## src/rtl/aclk_pkg.sv

```systemverilog
package aclk_pkg;
  localparam int SRC_W   = 2;
  localparam int MCODE_W = 5;
  localparam int BCODE_W = 4;
  // counters must hold twice the largest divisor
  localparam int CNT_W   = MCODE_W + 3;
  localparam int BIT_W   = 7;

  typedef struct packed {
    logic               master;
    logic               frame64;
    logic [BCODE_W-1:0] bcode;
    logic [MCODE_W-1:0] mcode;
    logic [SRC_W-1:0]   src;
  } fmt_t;

  localparam int FMT_W = $bits(fmt_t);

  localparam logic [MCODE_W-1:0] MC_BY1 = MCODE_W'(5'h14);
  localparam logic [MCODE_W-1:0] MC_BY3 = MCODE_W'(5'h13);
  localparam logic [MCODE_W-1:0] MC_BY5 = MCODE_W'(5'h12);
  localparam logic [BCODE_W-1:0] BC_BY1 = BCODE_W'(4'h8);
  localparam logic [BCODE_W-1:0] BC_BY3 = BCODE_W'(4'h9);

  typedef enum logic [1:0] {ST_OFF, ST_RUN, ST_DRAIN, ST_PARK} seq_st_t;

  function automatic logic [CNT_W-1:0] mclk_ratio(input logic [MCODE_W-1:0] c);
    case (c)
      MC_BY1:  return CNT_W'(1);
      MC_BY3:  return CNT_W'(3);
      MC_BY5:  return CNT_W'(5);
      default: return (CNT_W'(c) << 1) + CNT_W'(2);
    endcase
  endfunction

  function automatic logic [CNT_W-1:0] bclk_ratio(input logic [BCODE_W-1:0] c);
    case (c)
      BC_BY1:  return CNT_W'(1);
      BC_BY3:  return CNT_W'(3);
      default: return (CNT_W'(c) << 1) + CNT_W'(2);
    endcase
  endfunction
endpackage

```

## src/rtl/aclk_cfg.sv

```systemverilog
module aclk_cfg
  import aclk_pkg::*;
(
  input  logic             clk,
  input  logic             rst_n,
  input  logic             wr,
  input  logic [FMT_W-1:0] wdata,
  input  logic             off,
  input  logic             apply,
  output fmt_t             active
);
  fmt_t held;
  logic held_v;

  always_ff @(posedge clk) begin
    if (!rst_n) begin
      active <= '0;
      held   <= '0;
      held_v <= 1'b0;
    end else if (apply) begin
      // stop completes: newest write wins, else the held one
      if (wr)          active <= fmt_t'(wdata);
      else if (held_v) active <= held;
      held_v <= 1'b0;
    end else if (wr) begin
      if (off) begin
        active <= fmt_t'(wdata);
        held_v <= 1'b0;
      end else begin
        held   <= fmt_t'(wdata);
        held_v <= 1'b1;
      end
    end
  end

  // the live format stays put unless stopped or at the stop instant
  a_r10_hold_while_live: assert property (@(posedge clk) disable iff (!rst_n)
    (!$past(off) && !$past(apply)) |-> $stable(active));
endmodule

```

## src/rtl/aclk_divchain.sv

```systemverilog
module aclk_divchain
  import aclk_pkg::*;
(
  input  logic             clk,
  input  logic             rst_n,
  input  logic             tick,
  input  logic             run,
  input  logic             clear,
  input  logic [CNT_W-1:0] m_ratio,
  input  logic [CNT_W-1:0] b_ratio,
  input  logic             frame64,
  output logic             mclk_lvl,
  output logic             bclk_lvl,
  output logic             wclk_lvl,
  output logic             frame_end
);
  logic [CNT_W-1:0] mc, bc;
  logic [BIT_W-1:0] bitc;
  logic [CNT_W-1:0] m_span, b_span;
  logic [BIT_W-1:0] f_len, f_half;
  logic step, m_wrap, m_half, b_wrap, bit_last;

  assign m_span   = m_ratio << 1;
  assign b_span   = b_ratio << 1;
  assign f_len    = frame64 ? BIT_W'(64) : BIT_W'(32);
  assign f_half   = frame64 ? BIT_W'(32) : BIT_W'(16);
  assign step     = tick & run;
  assign m_wrap   = (mc == m_span - CNT_W'(1));
  assign m_half   = step & (m_wrap | (mc == m_ratio - CNT_W'(1)));
  assign b_wrap   = (bc == b_span - CNT_W'(1));
  assign bit_last = (bitc == f_len - BIT_W'(1));

  always_ff @(posedge clk) begin
    if (!rst_n || clear) begin
      mc   <= '0;
      bc   <= '0;
      bitc <= '0;
    end else if (step) begin
      mc <= m_wrap ? '0 : mc + CNT_W'(1);
      if (m_half) begin
        bc <= b_wrap ? '0 : bc + CNT_W'(1);
        if (b_wrap) bitc <= bit_last ? '0 : bitc + BIT_W'(1);
      end
    end
  end

  assign mclk_lvl  = (mc >= m_ratio);
  assign bclk_lvl  = (bc >= b_ratio);
  assign wclk_lvl  = (bitc >= f_half);
  assign frame_end = m_half & b_wrap & bit_last;

  // word select only moves on a falling bit clock
  a_r5_word_on_bit_fall: assert property (@(posedge clk) disable iff (!rst_n)
    ($past(run) && !$past(clear) && $changed(wclk_lvl)) |-> $fell(bclk_lvl));
  // bit clock only moves together with a master clock edge
  a_r4_bit_on_master_edge: assert property (@(posedge clk) disable iff (!rst_n)
    ($past(run) && !$past(clear) && $changed(bclk_lvl)) |-> $changed(mclk_lvl));
endmodule

```

## src/rtl/aclk_seq.sv

```systemverilog
module aclk_seq
  import aclk_pkg::*;
(
  input  logic clk,
  input  logic rst_n,
  input  logic tick,
  input  logic clk_en,
  input  logic frame_end,
  input  logic stop_clr,
  output logic run,
  output logic clear,
  output logic drive,
  output logic park,
  output logic apply,
  output logic stop_pend
);
  seq_st_t st, nxt;

  always_comb begin
    nxt = st;
    case (st)
      ST_OFF:   if (clk_en) nxt = ST_RUN;
      ST_RUN:   if (!clk_en) nxt = ST_DRAIN;
      ST_DRAIN: if (clk_en) nxt = ST_RUN;
                else if (frame_end) nxt = ST_PARK;
      ST_PARK:  if (tick) nxt = ST_OFF;
      default:  nxt = ST_OFF;
    endcase
  end

  always_ff @(posedge clk) begin
    if (!rst_n) begin
      st        <= ST_OFF;
      stop_pend <= 1'b0;
    end else begin
      st <= nxt;
      if (apply)         stop_pend <= 1'b1;
      else if (stop_clr) stop_pend <= 1'b0;
    end
  end

  assign run   = (st == ST_RUN) || (st == ST_DRAIN);
  assign clear = (st == ST_OFF);
  assign drive = (st != ST_OFF);
  assign park  = (st == ST_PARK);
  assign apply = park & tick;

  // parking is only ever entered on a frame boundary
  a_r7_park_at_frame_end: assert property (@(posedge clk) disable iff (!rst_n)
    $rose(park) |-> $past(frame_end));
  // completing a stop leaves the status set
  a_r9_status_after_stop: assert property (@(posedge clk) disable iff (!rst_n)
    apply |=> stop_pend);
endmodule

```

## src/rtl/aclk_gen.sv

```systemverilog
module aclk_gen
  import aclk_pkg::*;
#(
  parameter int NREF = 3
) (
  input  logic                clk,
  input  logic                rst_n,
  input  logic [NREF-1:0]     ref_tick,
  input  logic                cfg_wr,
  input  logic [FMT_W-1:0]    cfg_data,
  input  logic                clk_en,
  input  logic                stop_clr,
  output logic                stop_pend,
  output logic                mclk_o,
  output logic                mclk_oe,
  output logic                bclk_o,
  output logic                bclk_oe,
  output logic                wclk_o,
  output logic                wclk_oe
);
  fmt_t act;
  logic tk, run, clear, drive, park, apply, frame_end;
  logic m_lvl, b_lvl, w_lvl;

  // codes past the last reference alias the last one
  always_comb begin
    tk = ref_tick[NREF-1];
    for (int i = 0; i < NREF; i++)
      if (act.src == SRC_W'(i)) tk = ref_tick[i];
  end

  aclk_cfg u_cfg (
    .clk(clk), .rst_n(rst_n), .wr(cfg_wr), .wdata(cfg_data),
    .off(clear), .apply(apply), .active(act)
  );

  aclk_seq u_seq (
    .clk(clk), .rst_n(rst_n), .tick(tk), .clk_en(clk_en),
    .frame_end(frame_end), .stop_clr(stop_clr), .run(run), .clear(clear),
    .drive(drive), .park(park), .apply(apply), .stop_pend(stop_pend)
  );

  aclk_divchain u_div (
    .clk(clk), .rst_n(rst_n), .tick(tk), .run(run), .clear(clear),
    .m_ratio(mclk_ratio(act.mcode)), .b_ratio(bclk_ratio(act.bcode)),
    .frame64(act.frame64), .mclk_lvl(m_lvl), .bclk_lvl(b_lvl),
    .wclk_lvl(w_lvl), .frame_end(frame_end)
  );

  assign mclk_o  = m_lvl & drive & ~park;
  assign bclk_o  = b_lvl & drive & ~park;
  assign wclk_o  = w_lvl & drive & ~park;
  assign mclk_oe = drive;
  assign bclk_oe = drive & act.master;
  assign wclk_oe = drive & act.master;

  // enables only drop after a cycle of parked-low clocks
  a_r8_low_before_release: assert property (@(posedge clk) disable iff (!rst_n)
    $fell(mclk_oe) |-> ($past(mclk_o) == 1'b0 && $past(bclk_o) == 1'b0 && $past(wclk_o) == 1'b0));
  // release and status arrive together
  a_r9_status_with_release: assert property (@(posedge clk) disable iff (!rst_n)
    $fell(mclk_oe) |-> stop_pend);
  // bit/word enables never outlive the master clock enable
  a_r6_enable_nesting: assert property (@(posedge clk) disable iff (!rst_n)
    (bclk_oe || wclk_oe) |-> mclk_oe);
endmodule

```

## config.mk

```make
export PLATFORM = sky130hd
export DESIGN_NAME = aclk_gen
export DESIGN_NICKNAME = d
export VERILOG_FILES = /design/src/rtl/aclk_pkg.sv /design/src/rtl/aclk_cfg.sv /design/src/rtl/aclk_divchain.sv /design/src/rtl/aclk_seq.sv /design/src/rtl/aclk_gen.sv
export SDC_FILE = /design/constraint.sdc
export NUM_CORES = 1
export LEC_CHECK = 0
export BUFFER_PORTS_ARGS = -buffer_cell sky130_fd_sc_hd__buf_2
export CAP_MARGIN = 40
export CELL_PAD_IN_SITES_DETAIL_PLACEMENT = 1
export CELL_PAD_IN_SITES_GLOBAL_PLACEMENT = 1
export CORE_MARGIN = 8
export CORE_UTILIZATION = 46
export DETAILED_ROUTE_END_ITERATION = 6
export GPL_ROUTABILITY_DRIVEN = 0
export HOLD_SLACK_MARGIN = 0.03
export PLACE_DENSITY_LB_ADDON = 0.05
export SLEW_MARGIN = 20
export SYNTH_ARGS = -nofsm -noshare
export SYNTH_HDL_FRONTEND = slang
export SYNTH_SLANG_ARGS = --single-unit
```

## constraint.sdc

```tcl
create_clock -name clk -period 4.05 [get_ports clk]
set_input_delay 0.81 -clock clk [delete_from_list [all_inputs] [get_ports clk]]
set_output_delay 0.81 -clock clk [all_outputs]
set_load 0.05 [all_outputs]
```

==> flow_results.org <==
** Setup path
- The startpoint identified for the worst register-to-register timing path is u_cfg.active[2]$_SDFFE_PN0P_.
- Startpoint types :: flop
- Stages on the worst setup path :: 15
- In this run the worst setup path begins at u_cfg.active[2]$_SDFFE_PN0P_.
- Capture point of the worst path :: mclk_o
- Data on the critical path is required at its endpoint by 3.24 ns.
- Series of cell instances along the critical path :: inv_2 > ha_4 > nor3_2 > nor3_2 > inv_2 > buf_4 > a21oi_4 > ha_1 > a21o_1 > a21o_1 > a21oi_2 > nor2b_1 > o21ai_1 > a211oi_1 > buf_4
- In this design, the stage delay of the slowest critical-path cell is 0.43 ns.
- The worst setup path is captured at an output port.
- Minimum setup slack among reg-to-reg paths :: 0.19 ns
- Depth of the most critical reg-to-reg path :: 14
- The worst register-to-register path ends at u_div.bitc[3]$_SDFFE_PP0P_.
- Crit Path Max Fanout :: 7
- The worst setup path is of the flop to output port kind.
- Top Family by Delay on Critical Path :: compound AO/OA/AOI/OAI gates
- The critical path contains buffers and inverters numbering 4 combined.
- Among all stages on the critical path, the largest delay is contributed by dfxtp_2.
- Data arrives at the worst endpoint at 3.07 ns.

** CTS
- Clock-pin slew on the worst setup and hold paths :: 0.10 ns
- Source-to-sink clock delay at the later pin of the worst-skew pair :: 0.31 ns
- TritonCTS built the clock tree.
- The root buffer cell chosen for the clock tree is clkbuf_8.
- Total clock sinks :: 53
- After clock tree synthesis, the flow added hold-fix buffers numbering 0.
- No sink is reached through more buffers than the 2 on the longest clock path.
- Number of buffers added by the clock tree synthesis step :: 5
- H-tree level count :: 2

** Final layout
- The number of antenna diodes in the final layout is 0.
- Number of fill cells :: 1,018
- The net count of the finished layout is 546.
- Layout-stage area growth over the synthesis result :: 12.3%
- At the end of the flow the core is filled with cells to 53.3%.
- Share of cells above drive strength 1 :: 16.4%

** STA
- The number of endpoints with negative hold slack in the final report came to 0.
- Final count of pins violating max slew :: 0
- Max-slew headroom at the worst pin :: 46.0%
- Least-Margin Pin Slew :: 0.809 ns
- Final cycle utilization of the critical path :: 95.8%
- Setup violations remaining at the end of the flow were counted as 0.
- Setup repair after global routing could not meet its margin everywhere.
- For the final database, setup skew stands at 0.00837 ns.
- Across all setup checks in the final design, the least slack found is 0.170 ns.
- Time the final worst path needs with I/O delays and setup :: 3.88 ns
- Upper clock frequency limit :: 258 MHz

** Run
- Max-cap violations :: 0

** Synth
- Summing every instance area after synthesis gives 0.00392 mm2.
- Share of synthesized registers carrying an async set or reset :: 0%
- Yosys mapped the design onto 66 distinct sky130hd cell types.
- Synthesis produced a netlist with a net count of 527.
- Yosys synthesis warning count :: 0
- After synthesis the netlist holds a flip-flop and latch count of 53.
- Sequential area share after synthesis :: 27.0%
- Averaged over all synthesized cells, the footprint is 8.26 um2.
- Most used DFF post-synth :: dfxtp_1
- Gate Count Post-Synth :: 475
- Number of enable flip-flop cells after synthesis :: 0

** Global routing
- After global routing the overflow that remains totals 0.
- Met2 Use GR :: 31.1%
- Met3 capacity usage during global routing :: 3.15%
- The first global-routing pass estimated 17,100 um of wire.
- The via count of the first global-routing pass came to 3,564.
- In the global route stage, met1 resource usage came out at 21.8%.
- The global routing stage identified its most utilized layer as met2.
- The number of antenna violations at the first check in global routing came to 0.
- Entering global routing, the biggest net connects 33 pins.
- Gr usage total :: 17.8%

** Floorplanning
- X dimension of the die :: 108 um
- Die Y :: 108 um
- The initial utilization of the core area, before any placement, comes to 47.5%.
- The floorplan step defined a die boundary enclosing 0.0117 mm2.
- Count of pins on the block boundary :: 28
- The floorplan has 33 rows.
- The floorplan step defined a core boundary enclosing 0.00826 mm2.

** Power and ir drop
- Total power :: 2.22 mW
- Power per cell area :: 505 mW/mm2
- In this run the static leakage power is 1.93 nW.
- The worst-case IR drop observed on VDD is 0.000284 V.

** Placed design
- Count of input and output buffers :: 27
- Worst setup timing slack at the placement stage :: -0.000714 ns
- After legalization and detailed placement, the total HPWL measured 7580 um.

** Route
- In the routed design, unresolved DRC markers number 0.
- After detailed routing, the average wire length per cell comes to 17.1 um.
- Via density per instance :: 5.72
- Antenna Nets Post-Route :: 0
- Total number of vias :: 3,431
- The routed design has 10,300 um of wire.
- Before antenna repair, the detailed router went through 4 iterations.
- After the first detailed-routing iteration, the DRC count stood at 72.

** Run status
- Status :: complete, no violations

** Min path
- Hold/Removal Path Class :: flop to flop
-- where the power goes --
part / internal [mW] / switching, mW
sequential: 0.593 / 0.0915
combinational: 0.427 / 0.678
clock: 0.246 / 0.188
total: 1.27 / 0.958
-- repair_timing --
item	in CTS	in global routing
cloned	0	0
setup endpoints to repair	14	17
pin swaps	0	2
resized for setup	9	15
setup buffers	0	0
-- cell usage after synthesis, drive strengths merged (3+ instances only) --
cell type,count,area (um2)
nand2,60,225
dfxtp,53,1060
ha,31,388
nand3,25,125
inv,24,90.1
nor2,24,90.1
a21oi,20,108
clkbuf,20,75.1
mux2i,19,190
xnor2,16,140
a21boi,15,113
o21ai,15,75.1
o211a,13,130
xor2,12,105
nor3,11,60.1
nor2b,10,62.6
or3,10,62.6
nand2b,9,56.3
a211oi,7,57.6
a21o,6,45.0
and3,6,42.5
buf,6,43.8
a31oi,5,31.3
nand4,5,31.3
o31ai,5,37.5
a2111oi,3,26.3
and4,3,26.3
nand3b,3,22.5
nor4,3,25.0
o21a,3,22.5
or2,3,18.8
or4,3,26.3
or4b,3,30.0
-- logic make-up after synthesis --
family                   count (synthesis)  synth area share [%]
AO/OA/AOI/OAI                          106                  20.2
XOR/XNOR                                30                  7.40
adder cells (fa/ha/maj)                 31                  9.89
buffers and inverters                   50                  5.33
flip-flops                              53                  27.0
multiplexers                            20                  5.14
AND/OR/NAND/NOR                        185                  25.0
-- layer usage --
| metal | wire length [um] | up-vias | part of all wire [%] |
|---|---|---|---|
| met1 | 4800 | 1667 | 47 |
| li1 | - | 1727 | - |
| met5 | 0 | - | 0 |
| met3 | 216 | 10 | 2.1 |
| met4 | 112 | 0 | 1.1 |
| met2 | 5130 | 27 | 50 |
-- through the flow --
step / cell area, um2 / std cells / hold WS [ns] / setup TNS [ns]
4_1_cts: 4320 / 599 / 0.473 / 0
3_3_place_gp: 4150 / 591 / 0.451 / 0
5_1_grt: 4410 / 600 / 0.497 / -0.0314
6_report: 4410 / 600 / 0.468 / 0
3_5_place_dp: 4150 / 591 / 0.460 / -0.000714
2_1_floorplan: 3930 / 475 / 0.443 / 0
-- cell type report --
| type | instances | area, um2 | share of cell area [%] |
|---|---|---|---|
| clock buffers | 5 | 68.8 | 1.56 |
| clock inverters | 3 | 65.1 | 1.48 |
| inverters | 24 | 90.1 | 2.04 |
| multi-input cells | 372 | 2760 | 62.7 |
| flip-flops and latches | 53 | 1060 | 24.2 |
| well taps | 105 | 131 | 2.98 |
| repair buffers | 38 | 224 | 5.08 |
-- sequential cells by signal, indices dropped and copies added, names as in the netlist --
| signal | count |
|---|---|
| u_cfg.active | 13 |
| u_cfg.held | 13 |
| u_div.bc | 8 |
| u_div.mc | 8 |
| u_seq.st | 2 |
| u_cfg.held_v | 1 |
| u_seq.stop_pend | 1 |
| u_div.bitc | 7 |
-- worst min-delay path, stage by stage (launching register included) --
cell and delay, ns:
dfxtp_1 0.32, nand2_1 0.04, a21boi_0 0.06
-- cell usage in the layout, fill, tap and decap left out, types with 13 or more instances in the layout --
master,count
a21boi_0,14
ha_1,28
xnor2_1,16
a21oi_1,17
dfxtp_1,50
nand2_1,60
mux2i_1,19
nand3_1,25
buf_2,26
nor2_1,24
inv_1,22
o211a_1,13
-- worst min path at each step --
stage,startpoint,end,slack (ns),cells past startpoint
after global placement,u_cfg.held[0]$_SDFFE_PN0P_,u_cfg.held[0]$_SDFFE_PN0P_,0.45,2
after global routing,u_cfg.held[5]$_SDFFE_PN0P_,u_cfg.held[5]$_SDFFE_PN0P_,0.50,2
after CTS,u_cfg.held[5]$_SDFFE_PN0P_,u_cfg.held[5]$_SDFFE_PN0P_,0.47,2
final,u_cfg.held[5]$_SDFFE_PN0P_,u_cfg.held[5]$_SDFFE_PN0P_,0.47,2
after detailed placement,u_cfg.held[5]$_SDFFE_PN0P_,u_cfg.held[5]$_SDFFE_PN0P_,0.46,2
after floorplan,u_cfg.held[10]$_SDFFE_PN0P_,u_cfg.held[10]$_SDFFE_PN0P_,0.44,2
Note: power is estimated with default switching activity, not from simulation.
